## config.mk

```make
export PLATFORM = sky130hd
export DESIGN_NAME = llw_chain_walker
export DESIGN_NICKNAME = d
export VERILOG_FILES = /design/src/rtl/llw_pkg.sv /design/src/rtl/llw_hdr_decode.sv /design/src/rtl/llw_node_cnt.sv /design/src/rtl/llw_pay_stage.sv /design/src/rtl/llw_chain_walker.sv
export SDC_FILE = /design/constraint.sdc
export NUM_CORES = 1
export LEC_CHECK = 0
export BUFFER_PORTS_ARGS = -buffer_cell sky130_fd_sc_hd__buf_2
export CAP_MARGIN = 20
export CORE_ASPECT_RATIO = 1.25
export CORE_MARGIN = 4
export CORE_UTILIZATION = 55
export DETAILED_ROUTE_END_ITERATION = 12
export GPL_TIMING_DRIVEN = 0
export PLACE_DENSITY = 0.8
export SLEW_MARGIN = 20
export SYNTH_ARGS = -nofsm -noshare
export SYNTH_HDL_FRONTEND = slang
export SYNTH_SLANG_ARGS = --single-unit
export TNS_END_PERCENT = 100
```

## constraint.sdc

```tcl
create_clock -name clk -period 3.26 [get_ports clk]
set_clock_uncertainty 0.15 [all_clocks]
set_input_delay 0.489 -clock clk [delete_from_list [all_inputs] [get_ports clk]]
set_output_delay 0.489 -clock clk [all_outputs]
set_load 0.01 [all_outputs]
```

## src/rtl/llw_pkg.sv

```systemverilog
package llw_pkg;

   typedef enum logic [3:0] {
      ST_IDLE,
      ST_HDR_RD,
      ST_HDR_CAP,
      ST_PAY_RD,
      ST_PAY_CAP,
      ST_PAY_OUT,
      ST_ADV,
      ST_CLN_RD,
      ST_CLN_CAP,
      ST_DONE
   } llw_state_e;

endpackage

```

## src/rtl/llw_hdr_decode.sv

```systemverilog
// Splits a header word into its fields and forms the flagged / unflagged
// write-back values for both passes.
module llw_hdr_decode #(
   parameter int DATA_W       = 32,
   parameter int NODE_AW      = 24,
   parameter int IDX_W        = 21,
   parameter int LEN_LSB      = 24,
   parameter int MARK_BIT     = 23,
   parameter bit KEEP_END_HDR = 1'b1,
   localparam int LEN_W  = DATA_W - LEN_LSB,
   localparam int MEM_AW = IDX_W - 2
) (
   input  logic [DATA_W-1:0] hdr,
   output logic [LEN_W-1:0]  len,
   output logic [MEM_AW-1:0] next_word,
   output logic              stop,
   output logic              mark_need,
   output logic [DATA_W-1:0] mark_word,
   output logic              clean_need,
   output logic [DATA_W-1:0] clean_word
);
   localparam logic [DATA_W-1:0]  MARK_MASK = DATA_W'(1) << MARK_BIT;
   localparam logic [NODE_AW-1:0] END_ADDR  = '1;

   logic [NODE_AW-1:0] next_full;
   logic               is_end;
   logic [1:0]         unused_lsb;

   assign len        = hdr[DATA_W-1:LEN_LSB];
   assign next_full  = hdr[NODE_AW-1:0];
   assign next_word  = next_full[IDX_W-1:2];
   assign unused_lsb = next_full[1:0];
   assign is_end     = (next_full == END_ADDR);
   assign stop       = hdr[MARK_BIT];
   assign mark_need  = ~hdr[MARK_BIT];
   assign mark_word  = hdr | MARK_MASK;
   assign clean_word = hdr & ~MARK_MASK;

   generate
      if (KEEP_END_HDR) begin : g_keep_end
         assign clean_need = hdr[MARK_BIT] & ~is_end;
      end else begin : g_clear_all
         logic unused_end;
         assign unused_end = is_end;
         assign clean_need = hdr[MARK_BIT];
      end
   endgenerate

endmodule

```

## src/rtl/llw_node_cnt.sv

```systemverilog
// Visited-node counter: counts up during the walk, down during cleanup.
module llw_node_cnt #(
   parameter int CNT_W = 20
) (
   input  logic             clk,
   input  logic             rst_n,
   input  logic             clr,
   input  logic             inc,
   input  logic             dec,
   output logic [CNT_W-1:0] count,
   output logic             last
);
   always_ff @(posedge clk) begin
      if (!rst_n || clr) begin
         count <= '0;
      end else if (inc) begin
         count <= count + CNT_W'(1);
      end else if (dec) begin
         count <= count - CNT_W'(1);
      end
   end

   assign last = (count == CNT_W'(1));

   AST_CNT_NO_WRAP: assert property (@(posedge clk) disable iff (!rst_n)
      inc |-> (count != '1));
   AST_CNT_NO_UNDER: assert property (@(posedge clk) disable iff (!rst_n)
      dec |-> (count != '0));
   AST_CNT_EXCL: assert property (@(posedge clk) disable iff (!rst_n)
      !(inc && dec));

endmodule

```

## src/rtl/llw_pay_stage.sv

```systemverilog
// Output register for the payload stream with a ready/valid handshake.
module llw_pay_stage #(
   parameter int DATA_W = 32
) (
   input  logic              clk,
   input  logic              rst_n,
   input  logic              load,
   input  logic [DATA_W-1:0] load_data,
   input  logic              out_ready,
   output logic              out_valid,
   output logic [DATA_W-1:0] out_data,
   output logic              fire
);
   assign fire = out_valid & out_ready;

   always_ff @(posedge clk) begin
      if (!rst_n) begin
         out_valid <= 1'b0;
         out_data  <= '0;
      end else if (load) begin
         out_valid <= 1'b1;
         out_data  <= load_data;
      end else if (fire) begin
         out_valid <= 1'b0;
      end
   end

   AST_PAY_HOLD: assert property (@(posedge clk) disable iff (!rst_n)
      (out_valid && !out_ready) |=> (out_valid && $stable(out_data)));
   AST_PAY_NO_OVERWRITE: assert property (@(posedge clk) disable iff (!rst_n)
      load |-> !out_valid);

endmodule

```

## src/rtl/llw_chain_walker.sv

```systemverilog
module llw_chain_walker #(
   parameter int DATA_W       = 32,
   parameter int NODE_AW      = 24,
   parameter int IDX_W        = 21,
   parameter int LEN_LSB      = 24,
   parameter int MARK_BIT     = 23,
   parameter bit KEEP_END_HDR = 1'b1,
   localparam int LEN_W  = DATA_W - LEN_LSB,
   localparam int MEM_AW = IDX_W - 2
) (
   input  logic              clk,
   input  logic              rst_n,
   input  logic              start,
   input  logic [DATA_W-1:0] start_addr,
   output logic              done,
   output logic              mem_rd_en,
   output logic              mem_wr_en,
   output logic [MEM_AW-1:0] mem_addr,
   output logic [DATA_W-1:0] mem_wdata,
   input  logic [DATA_W-1:0] mem_rdata,
   output logic              pay_valid,
   output logic [DATA_W-1:0] pay_data,
   input  logic              pay_ready
);
   import llw_pkg::*;

   localparam int CNT_W = MEM_AW + 1;
   localparam logic [NODE_AW-1:0] END_ADDR  = '1;
   localparam logic [DATA_W-1:0]  MARK_MASK = DATA_W'(1) << MARK_BIT;

   generate
      if (LEN_LSB + LEN_W != DATA_W || LEN_LSB < NODE_AW) begin : g_bad_fields
         $error("llw_chain_walker: length field overlaps next pointer");
      end
      if (MARK_BIT >= NODE_AW || MARK_BIT < IDX_W) begin : g_bad_mark
         $error("llw_chain_walker: flag bit must lie above the memory index");
      end
      if (IDX_W < 3 || NODE_AW > DATA_W) begin : g_bad_width
         $error("llw_chain_walker: address widths out of range");
      end
   endgenerate

   llw_state_e        state;
   logic [MEM_AW-1:0] cur_w;
   logic [MEM_AW-1:0] base_w;
   logic [MEM_AW-1:0] next_q;
   logic [LEN_W-1:0]  len_q;
   logic [LEN_W-1:0]  idx;
   logic              stop_q;

   logic [LEN_W-1:0]  d_len;
   logic [MEM_AW-1:0] d_next;
   logic              d_stop;
   logic              d_mark_need;
   logic [DATA_W-1:0] d_mark_word;
   logic              d_clean_need;
   logic [DATA_W-1:0] d_clean_word;

   logic              cnt_clr;
   logic              cnt_inc;
   logic              cnt_dec;
   logic [CNT_W-1:0]  cnt_val;
   logic              cnt_last;

   logic              pay_load;
   logic              pay_fire;
   logic [MEM_AW-1:0] pay_addr;

   logic              start_is_end;
   logic              unused_start;

   assign start_is_end = (start_addr[NODE_AW-1:0] == END_ADDR);
   assign unused_start = ^start_addr[DATA_W-1:NODE_AW];

   llw_hdr_decode #(
      .DATA_W      (DATA_W),
      .NODE_AW     (NODE_AW),
      .IDX_W       (IDX_W),
      .LEN_LSB     (LEN_LSB),
      .MARK_BIT    (MARK_BIT),
      .KEEP_END_HDR(KEEP_END_HDR)
   ) u_dec (
      .hdr       (mem_rdata),
      .len       (d_len),
      .next_word (d_next),
      .stop      (d_stop),
      .mark_need (d_mark_need),
      .mark_word (d_mark_word),
      .clean_need(d_clean_need),
      .clean_word(d_clean_word)
   );

   llw_node_cnt #(
      .CNT_W(CNT_W)
   ) u_cnt (
      .clk  (clk),
      .rst_n(rst_n),
      .clr  (cnt_clr),
      .inc  (cnt_inc),
      .dec  (cnt_dec),
      .count(cnt_val),
      .last (cnt_last)
   );

   llw_pay_stage #(
      .DATA_W(DATA_W)
   ) u_pay (
      .clk      (clk),
      .rst_n    (rst_n),
      .load     (pay_load),
      .load_data(mem_rdata),
      .out_ready(pay_ready),
      .out_valid(pay_valid),
      .out_data (pay_data),
      .fire     (pay_fire)
   );

   // Control decodes
   assign cnt_clr  = (state == ST_IDLE) && start;
   assign cnt_inc  = (state == ST_HDR_CAP);
   assign cnt_dec  = (state == ST_CLN_CAP);
   assign pay_load = (state == ST_PAY_CAP);
   assign pay_addr = cur_w + MEM_AW'(1) + MEM_AW'(idx);
   assign done     = (state == ST_DONE);

   always_comb begin
      mem_rd_en = 1'b0;
      mem_wr_en = 1'b0;
      mem_addr  = cur_w;
      mem_wdata = d_mark_word;
      unique case (state)
         ST_HDR_RD:  mem_rd_en = 1'b1;
         ST_CLN_RD:  mem_rd_en = 1'b1;
         ST_PAY_RD: begin
            mem_rd_en = 1'b1;
            mem_addr  = pay_addr;
         end
         ST_HDR_CAP: mem_wr_en = d_mark_need;
         ST_CLN_CAP: begin
            mem_wr_en = d_clean_need;
            mem_wdata = d_clean_word;
         end
         default: ;
      endcase
   end

   always_ff @(posedge clk) begin
      if (!rst_n) begin
         state  <= ST_IDLE;
         cur_w  <= '0;
         base_w <= '0;
         next_q <= '0;
         len_q  <= '0;
         idx    <= '0;
         stop_q <= 1'b0;
      end else begin
         unique case (state)
            ST_IDLE: begin
               if (start) begin
                  cur_w  <= start_addr[IDX_W-1:2];
                  base_w <= start_addr[IDX_W-1:2];
                  state  <= start_is_end ? ST_DONE : ST_HDR_RD;
               end
            end
            ST_HDR_RD: state <= ST_HDR_CAP;
            ST_HDR_CAP: begin
               len_q  <= d_len;
               next_q <= d_next;
               stop_q <= d_stop;
               idx    <= '0;
               state  <= (d_len != '0) ? ST_PAY_RD : ST_ADV;
            end
            ST_PAY_RD:  state <= ST_PAY_CAP;
            ST_PAY_CAP: state <= ST_PAY_OUT;
            ST_PAY_OUT: begin
               if (pay_fire) begin
                  if (idx == len_q - LEN_W'(1)) begin
                     state <= ST_ADV;
                  end else begin
                     idx   <= idx + LEN_W'(1);
                     state <= ST_PAY_RD;
                  end
               end
            end
            ST_ADV: begin
               if (stop_q) begin
                  cur_w <= base_w;
                  state <= ST_CLN_RD;
               end else begin
                  cur_w <= next_q;
                  state <= ST_HDR_RD;
               end
            end
            ST_CLN_RD: state <= ST_CLN_CAP;
            ST_CLN_CAP: begin
               cur_w <= d_next;
               state <= cnt_last ? ST_DONE : ST_CLN_RD;
            end
            ST_DONE: state <= ST_IDLE;
            default: state <= ST_IDLE;
         endcase
      end
   end

   AST_DONE_PULSE: assert property (@(posedge clk) disable iff (!rst_n)
      done |=> !done);
   AST_WR_ONLY_FLAG: assert property (@(posedge clk) disable iff (!rst_n)
      mem_wr_en |-> ((mem_wdata ^ mem_rdata) == MARK_MASK));
   AST_WR_AFTER_RD: assert property (@(posedge clk) disable iff (!rst_n)
      mem_wr_en |-> ($past(mem_rd_en) && mem_addr == $past(mem_addr)));
   AST_NO_PAY_IN_CLEANUP: assert property (@(posedge clk) disable iff (!rst_n)
      (state == ST_CLN_CAP) |-> !pay_valid);

endmodule

```

==> results of run 1 <==
flip-flops by register name, summed over array words and instances, names as in the netlist, 4 cells and up:
| signal | flops |
|---|---|
| cur_w | 19 |
| idx | 8 |
| len_q | 8 |
| next_q | 19 |
| state | 4 |
| u_pay.out_data | 32 |
| u_cnt.count | 20 |
| base_w | 19 |
critical path, stage by stage, from the launching register on:
cell and delay [ns]:
dfxtp_4 0.36, inv_2 0.09, ha_4 0.13, inv_1 0.04
fa_2 0.34, a21o_1 0.18, a21oi_2 0.21, o21ai_2 0.08
a31o_4 0.27, nand4_1 0.11, xnor2_1 0.12, buf_2 0.15
final cells by class:
cell class	count	area, µm²	area share [%]
inverter	17	63.8	0.721
tap	168	210	2.38
clock inverter	8	150	1.70
sequential	131	2630	29.7
clock buffer	23	478	5.40
timing repair buffer	148	746	8.43
buffer	82	457	5.16
multi-input combinational	647	4120	46.5
Yosys cell counts (2+ instances only):
cell,n
nand2b_1,3
a21o_1,2
nor2b_1,23
a31o_2,2
and4_1,4
nor4_4,4
nor3_1,10
a211oi_1,2
and3_2,2
o22ai_1,4
clkbuf_1,34
a21boi_0,57
o211ai_1,7
or4_1,5
mux2i_1,39
o21a_1,3
mux2_2,2
nor3b_1,3
o311ai_0,2
buf_2,11
and2_1,5
a221oi_1,20
or3_1,9
o31ai_1,5
nand4_1,18
nand3b_1,3
buf_1,4
nor4b_2,2
nand2_1,157
and3_1,9
ha_1,13
nand3_1,17
o21ai_0,42
dfxtp_1,131
buf_4,32
xor2_1,17
a21oi_1,46
inv_1,17
o41ai_1,2
nor4_1,4
buf_6,2
nor2_1,53
a31oi_1,5
o2111ai_1,3
xnor2_1,24
timing repair:
item,4_1_cts,5_1_grt
resized for setup,3,11
pin swaps,2,3
setup buffers,1,1
endpoints found under the hold margin,0,0
endpoints found under the setup margin,11,14
per-layer routing:
| layer | global-route usage, % | part of all wire (%) | vias to the layer above |
|---|---|---|---|
| met1 | 32.0 | 39 | 3328 |
| met4 | 11.9 | 3.1 | 0 |
| li1 | - | - | 3397 |
| met3 | 6.37 | 6.8 | 46 |
| met2 | 50.0 | 51 | 292 |
| met5 | 0 | 0 | - |
cells by family after synthesis:
| logic type | after synthesis | synth area share [%] |
|---|---|---|
| and+or+nand+nor | 341 | 23.8 |
| AOI/OAI and AO/OA | 209 | 19.2 |
| DFF | 131 | 36.3 |
| buffers and inverters | 100 | 7.25 |
| xor gates and xnor gates | 42 | 5.19 |
| muxes | 41 | 5.71 |
| adders and majority gates | 14 | 2.53 |
final timing paths:
kind / startpoint / endpoint / slack, ns
setup / recovery: idx[0]$_SDFFE_PN0P_ / mem_addr[10] / 0.1
hold reg to reg: u_pay.out_data[2]$_SDFFE_PN0P_ / u_pay.out_data[2]$_SDFFE_PN0P_ / 0.30
hold / removal: mem_rdata[0] / u_pay.out_data[0]$_SDFFE_PN0P_ / 0.18
setup reg to reg: state[1]$_SDFFE_PN0P_ / cur_w[7]$_SDFFE_PN0P_ / 0.57
per-stage QoR:
step	total power (µW)	TNS, ns	cell area [µm²]	utilization [%]	std cells
floorplan	2140	0	7230	-	878
global placement	2360	0	8170	63.9	1192
detailed placement	2370	0	8170	63.9	1192
CTS	4390	-0.000596	8810	68.9	1224
global route	4540	-0.00572	8850	69.3	1224
finish	4390	0	8850	69.3	1224
power by group through the flow:
stage	Clock [µW]	Combinational [µW]	Sequential [µW]
finish	2040	612	1740
global route	2120	671	1740
CTS	2050	606	1740
detailed placement	0	600	1770
global placement	0	590	1770
floorplan	0	385	1750
==> summary by stage, run 1 <==
Pwr
The power density over cell area is 496 nW/µm². The sequential cell fraction of total power is 39.5%. The proportion of power drawn by the clock network is 46.5%. Net switching is 25.5% of the power. The switching power total is 1120 µW. The internal cell power is 3270 µW.

The leakage power is 0.00358 µW. VDD sags by at most 0.368 mV. Combinational logic burns 13.9% of the power.

Clock tree
TritonCTS built the clock tree. The total clock buffers created by CTS is 17. The clock input transition at the sequential cells of the worst setup and hold paths is 0.05 ns. In this run, post-CTS hold repair placed 0 buffers. The buffer depth of the longest clock path is 2.

The root buffer cell chosen for the clock tree is clkbuf_16. The maximum level of the CTS H-tree is 4. The clock net in this run drives a total of 131 sinks.

The clock latency reported for the late side of the worst-skew pair is 0.43 ns.

STA
Measured against its own limit, the worst slew margin works out to 44.1%. The timing-limited maximum frequency is 316 MHz. The worst path meets setup with 0.0996 ns of slack. At the pin with the least slew margin, the transition time is 0.839 ns.

The number of pins with negative max-slew slack in the final report is 0. The time the worst path needs with I/O delays and setup is 3.16 ns. The final critical path takes up 96.9% of the cycle.

Setup violations remaining at the end of the flow were counted as 0. The hold violation total from the final report was 0. The post-route worst hold slack is 0.179 ns.

Synth
The net count after synthesis is 960. After technology mapping, the gate count stands at 878. After synthesis, the mean cell area works out to 8.23 µm². The number of synthesized register bits is 131. After synthesis the cells add up to 7230 µm². Synthesis instantiated 64 different standard cells from the library. The cell taking the most area after synthesis is dfxtp_1. Sequential cells were found to cover 36.3% of the synthesized design area. The most used flip-flop cell after synthesis is dfxtp_1.

During synthesis, Yosys emitted a total of 0 warnings. The portion of synthesized cell area occupied by the leading cell type is 36.3%. Sorting the synthesized cells by area gives the leading types as dfxtp_1 36%, nand2_1 8.2%, a21boi_0 5.9%. The share of synthesized flip-flops with an asynchronous set or reset is 0%. In this run, synthesis inferred 0 flip-flops with an integrated enable.

Routing
The detailed-route vias per instance is 5.77. Dividing the detail-routed wire length by the instance count gives 17.4 µm. The vias after detailed routing is 7063. The first routing iteration left 466 violations. Before antenna repair, the detailed router went through 5 iterations. The final layout contains routed wiring with a total length of 21.4 mm. The number of nets still failing antenna checks after routing is 0. The count of unresolved DRC violations after routing is 0.

Setup path
The number of cells on the worst reg-to-reg path is 7. In this run the worst path has a maximum fanout of 6. By startpoint and endpoint, the worst setup path is classified as flop to output pin. Data on the critical path is required at its endpoint by 2.62 ns. STA classifies the critical path startpoint as a flop. The data arrival time of the critical path is 2.52 ns. The worst setup path is captured at an output pin.

Place
The placement-stage worst setup slack is 0.220 ns. The count of buffers added on input and output ports is 146. The global placement routability congestion is 0.928. The wire-length estimate of the detail-placed layout is 15.8 mm.

Floorplan
The floorplan has 46 rows. The starting utilization of the core area is 56.6%. The die is 136 µm tall.

The die is 111 µm wide. The total I/O pin count is 155. The die covers 15000 µm². The total area inside the core boundary comes to 12800 µm².

Flow run
Across the run, the number of max-cap violations was 0.

Worst hold path
The worst hold path passes through 3 cells. The tightest min-delay check is of the input pin to flop type.

Layout
The number of antenna diodes in the final layout is 0. The signed area change from the synthesized netlist to the final layout is 22.4%. The fill cell instance count of the final layout is 1073.

The number of nets in the final layout is 1126. Cells with a size suffix above 1 make up 23.9% of the layout. The top cell types in the final layout, fill and taps aside, are 157 x buf_2, 157 x nand2_1, 129 x dfxtp_1.

Global route
The via count of the first global-routing pass is 6755. The first-pass GRT wire length is 33.9 mm. The initial antenna violation count is 0. The aggregate global routing overflow is 0. The largest net degree at the start of global routing is 17. The total routing usage reported by global routing is 27.9%.

Run status
The run finished with clean final reports.
Note: power is estimated with default switching activity, not from simulation.
==> run 2: changes to the inputs <==
--- a/config.mk
+++ b/config.mk
@@ -7,7 +7,6 @@
 export LEC_CHECK = 0
 export BUFFER_PORTS_ARGS = -buffer_cell sky130_fd_sc_hd__buf_2
 export CAP_MARGIN = 20
-export CORE_ASPECT_RATIO = 1.25
 export CORE_MARGIN = 4
 export CORE_UTILIZATION = 55
 export DETAILED_ROUTE_END_ITERATION = 12
==> run 2 against run 1 <==
Against the previous run:
- first-iteration DRC count up 37%
- critical path depth unchanged
- worst setup slack worse by 0.044 ns
- hold slack lost 0.0012 ns
- sequential share of layout area rose by 0.10 points
- critical path type unchanged
- largest cell class unchanged
==> summary by stage, run 2 (same netlist as run 1, synthesis figures left out) <==
Clock tree
The TritonCTS clock tree is yes (unchanged). The sink count of the clock tree was 131 (unchanged). The count of hold-fix buffers inserted at cts was 0 (unchanged). The cell chosen for the clock root is clkbuf_16 (unchanged). The buffer depth of the longest clock path was 2 (unchanged).

The clock latency reported for the late side of the worst-skew pair is 0.42 ns (was 0.43 ns). The total clock buffers created by CTS is 17 (unchanged). The maximum level of the CTS H-tree is 4 (unchanged). The clock input transition at the sequential cells of the worst setup and hold paths is 0.06 ns (was 0.05 ns).

Routing
The number of nets still failing antenna checks after routing was 0 (unchanged). The number of search-and-repair iterations in the first detailed-routing pass came to 5 (unchanged). The vias after detailed routing was 7068 (was 7063). The average wire length per cell after detail routing is 17.3 µm (was 17.4 µm). The detailed-route wire length was 21.3 mm (was 21.4 mm). The DRC marker count from the first detailed-route iteration was 637 (was 466). The detailed-route vias per instance is 5.75 (was 5.77). The count of unresolved DRC violations after routing is 0 (unchanged).

Setup path
The critical path start-end classification was flop to output pin (unchanged). The kind of end point of the critical path was an output pin (unchanged). The worst setup slack for register-to-register paths is 0.65 ns (was 0.57 ns). The required time of the worst setup path is 2.62 ns (about the same). The startpoint of the worst register-to-register path is state[0]$_SDFFE_PN0P_ (was state[1]$_SDFFE_PN0P_). The path depth of the worst reg2reg path was 6 (was 7). The end of the worst register-to-register path is next_q[7]$_SDFFE_PN0P_ (was cur_w[7]$_SDFFE_PN0P_).

The maximum fanout along the worst path is 6 (unchanged). The data arrival time of the critical path is 2.57 ns (was 2.52 ns). The critical path launch point type is a flop (unchanged).

Place
The placement-stage worst setup slack was 0.163 ns (was 0.220 ns). The global placement routability congestion is 0.903 (was 0.928). The standard cell area after detailed placement came to 8170 µm² (about the same).

The half-perimeter wire length after detailed placement is 15.5 mm (was 15.8 mm). The total of buffers placed on input and output ports is 146 (unchanged).

Global route
The initial antenna violation count is 0 (unchanged). The via count of the first global-routing pass was 6560 (was 6755). The aggregate global routing overflow is 0 (unchanged).

The largest net degree at the start of global routing is 17 (unchanged). The first-pass GRT wire length came to 33.2 mm (was 33.9 mm). The total routing usage reported by global routing is 28.1% (was 27.9%).

STA
The part of the cycle the worst path needs came to 98.3% (was 96.9%). The post-route worst hold slack is 0.178 ns (was 0.179 ns). The hold violation total from the final report is 0 (unchanged). The number of pins with negative max-slew slack in the final report is 0 (unchanged). Setup repair after global routing could not meet its margin everywhere. The final setup slack of the worst path came to 0.0557 ns (was 0.0996 ns). The slew at the pin closest to its max-slew limit came to 0.904 ns (was 0.839 ns). The relative max-transition margin is 39.8% (was 44.1%). The final setup violation count is 0 (unchanged). The time the worst path needs with I/O delays and setup is 3.20 ns (was 3.16 ns). The timing-limited maximum frequency was 312 MHz (was 316 MHz).

Flow run
The count of max-cap constraint violations is 0 (unchanged).

Layout
Biggest registers after layout: u_pay.out_data x32, u_cnt.count x20 (unchanged). The final design area excluding fillers was 8810 µm² (was 8850 µm²). The signed area change from the synthesized netlist to the final layout is 22.0% (was 22.4%). Commonest cells after routing, fill and taps aside: 157 x buf_2, 157 x nand2_1, 130 x dfxtp_1 (was 157 x buf_2, 157 x nand2_1, 129 x dfxtp_1).

The most flop-heavy register is u_pay.out_data (unchanged). The layout cell share with drive strength beyond 1 came to 23.9% (about the same). The flip-flop count of the largest register after layout is 32 (unchanged). The number of nets in the final layout is 1126 (unchanged).

Floorplan
The vertical die dimension was 123 µm (was 136 µm). The area of the core is 12700 µm² (was 12800 µm²). The site row count is 41 (was 46). The die area is 15000 µm² (about the same). The starting utilization of the core area is 56.8% (was 56.6%). The total I/O pin count is 155 (unchanged).

The floorplan die width came to 123 µm (was 111 µm).

Worst hold path
The hold-critical path endpoint is u_pay.out_data[0]$_SDFFE_PN0P_ (unchanged). The worst min-delay path category is input pin to flop (unchanged). The instance count along the most critical hold path is 3 (unchanged). The startpoint of the worst hold path is mem_rdata[0] (unchanged).

Pwr
The internal cell power is 3130 µW (was 3270 µW). The maximum resistive drop on vdd is 0.357 mV (was 0.368 mV). The power density over cell area came to 484 nW/µm² (was 496 nW/µm²). The proportion of power drawn by the clock network was 44.8% (was 46.5%). The proportion of power drawn by combinational gates is 14.4% (was 13.9%). The switching power total is 1140 µW (was 1120 µW). The sequential cell fraction of total power is 40.8% (was 39.5%). The switching part of the total is 26.7% (was 25.5%). The leakage power is 0.00357 µW (was 0.00358 µW).

Run status
Result of the run: finished clean (unchanged).
run 2: how the worst max path moves through the flow:
stage / start / to / depth (start not counted)
after floorplan: idx[0]$_SDFFE_PN0P_ / mem_addr[10] / 10
after global placement: idx[0]$_SDFFE_PN0P_ / mem_addr[18] / 11
after detailed placement: idx[0]$_SDFFE_PN0P_ / mem_addr[18] / 11
after CTS: idx[0]$_SDFFE_PN0P_ / mem_addr[18] / 11
after global routing: idx[0]$_SDFFE_PN0P_ / mem_addr[18] / 11
final: idx[0]$_SDFFE_PN0P_ / mem_addr[18] / 11
run 2: layout make-up:
type	count	area [µm²]
Multi-Input combinational cell	647	4110
Fill cell	1105	3910
Sequential cell	131	2630
Timing Repair Buffer	147	738
Clock buffer	22	474
Buffer	83	460
Tap cell	172	215
Clock inverter	10	123
Inverter	17	66.3
Antenna cell	1	2.50
run 2: what timing repair did:
action                                  4_1_cts  5_1_grt
pin swaps                                     3        7
setup buffers                                 1        0
resized for setup                             7        6
endpoints found under the setup margin       12       11
cloned                                        0        0
run 2: critical path: stages (launching register included):
cell	delay, ns
dfxtp_4	0.37
inv_4	0.06
ha_4	0.14
inv_2	0.04
fa_2	0.34
a21o_1	0.18
a21oi_2	0.16
o21ai_1	0.09
a31o_2	0.32
nand4_1	0.16
xnor2_1	0.13
buf_2	0.17
run 2: metal layers:
metal | up-vias | part of all wire [%] | GRT usage, %
met2 | 327 | 48 | 45.7
met1 | 3289 | 41 | 36.0
met5 | - | 0 | 0
met4 | 0 | 2.4 | 10.3
met3 | 57 | 8.3 | 7.24
li1 | 3395 | - | -
run 2: power by group through the flow:
stage	clock (µW)	sequential (µW)	combinational, µW
CTS	1920	1740	607
floorplan	0	1750	385
global route	2010	1750	674
detailed placement	0	1770	599
finish	1910	1740	615
global placement	0	1770	590
run 2: stage by stage:
| stage | power [µW] | std cells | utilization, % | setup TNS [ns] |
|---|---|---|---|---|
| 4_1_cts | 4270 | 1229 | 69.1 | 0 |
| 6_report | 4270 | 1230 | 69.3 | 0 |
| 3_5_place_dp | 2370 | 1196 | 64.2 | 0 |
| 3_3_place_gp | 2360 | 1196 | 64.2 | 0 |
| 5_1_grt | 4430 | 1229 | 69.3 | -0.0262 |
| 2_1_floorplan | 2140 | 878 | - | 0 |
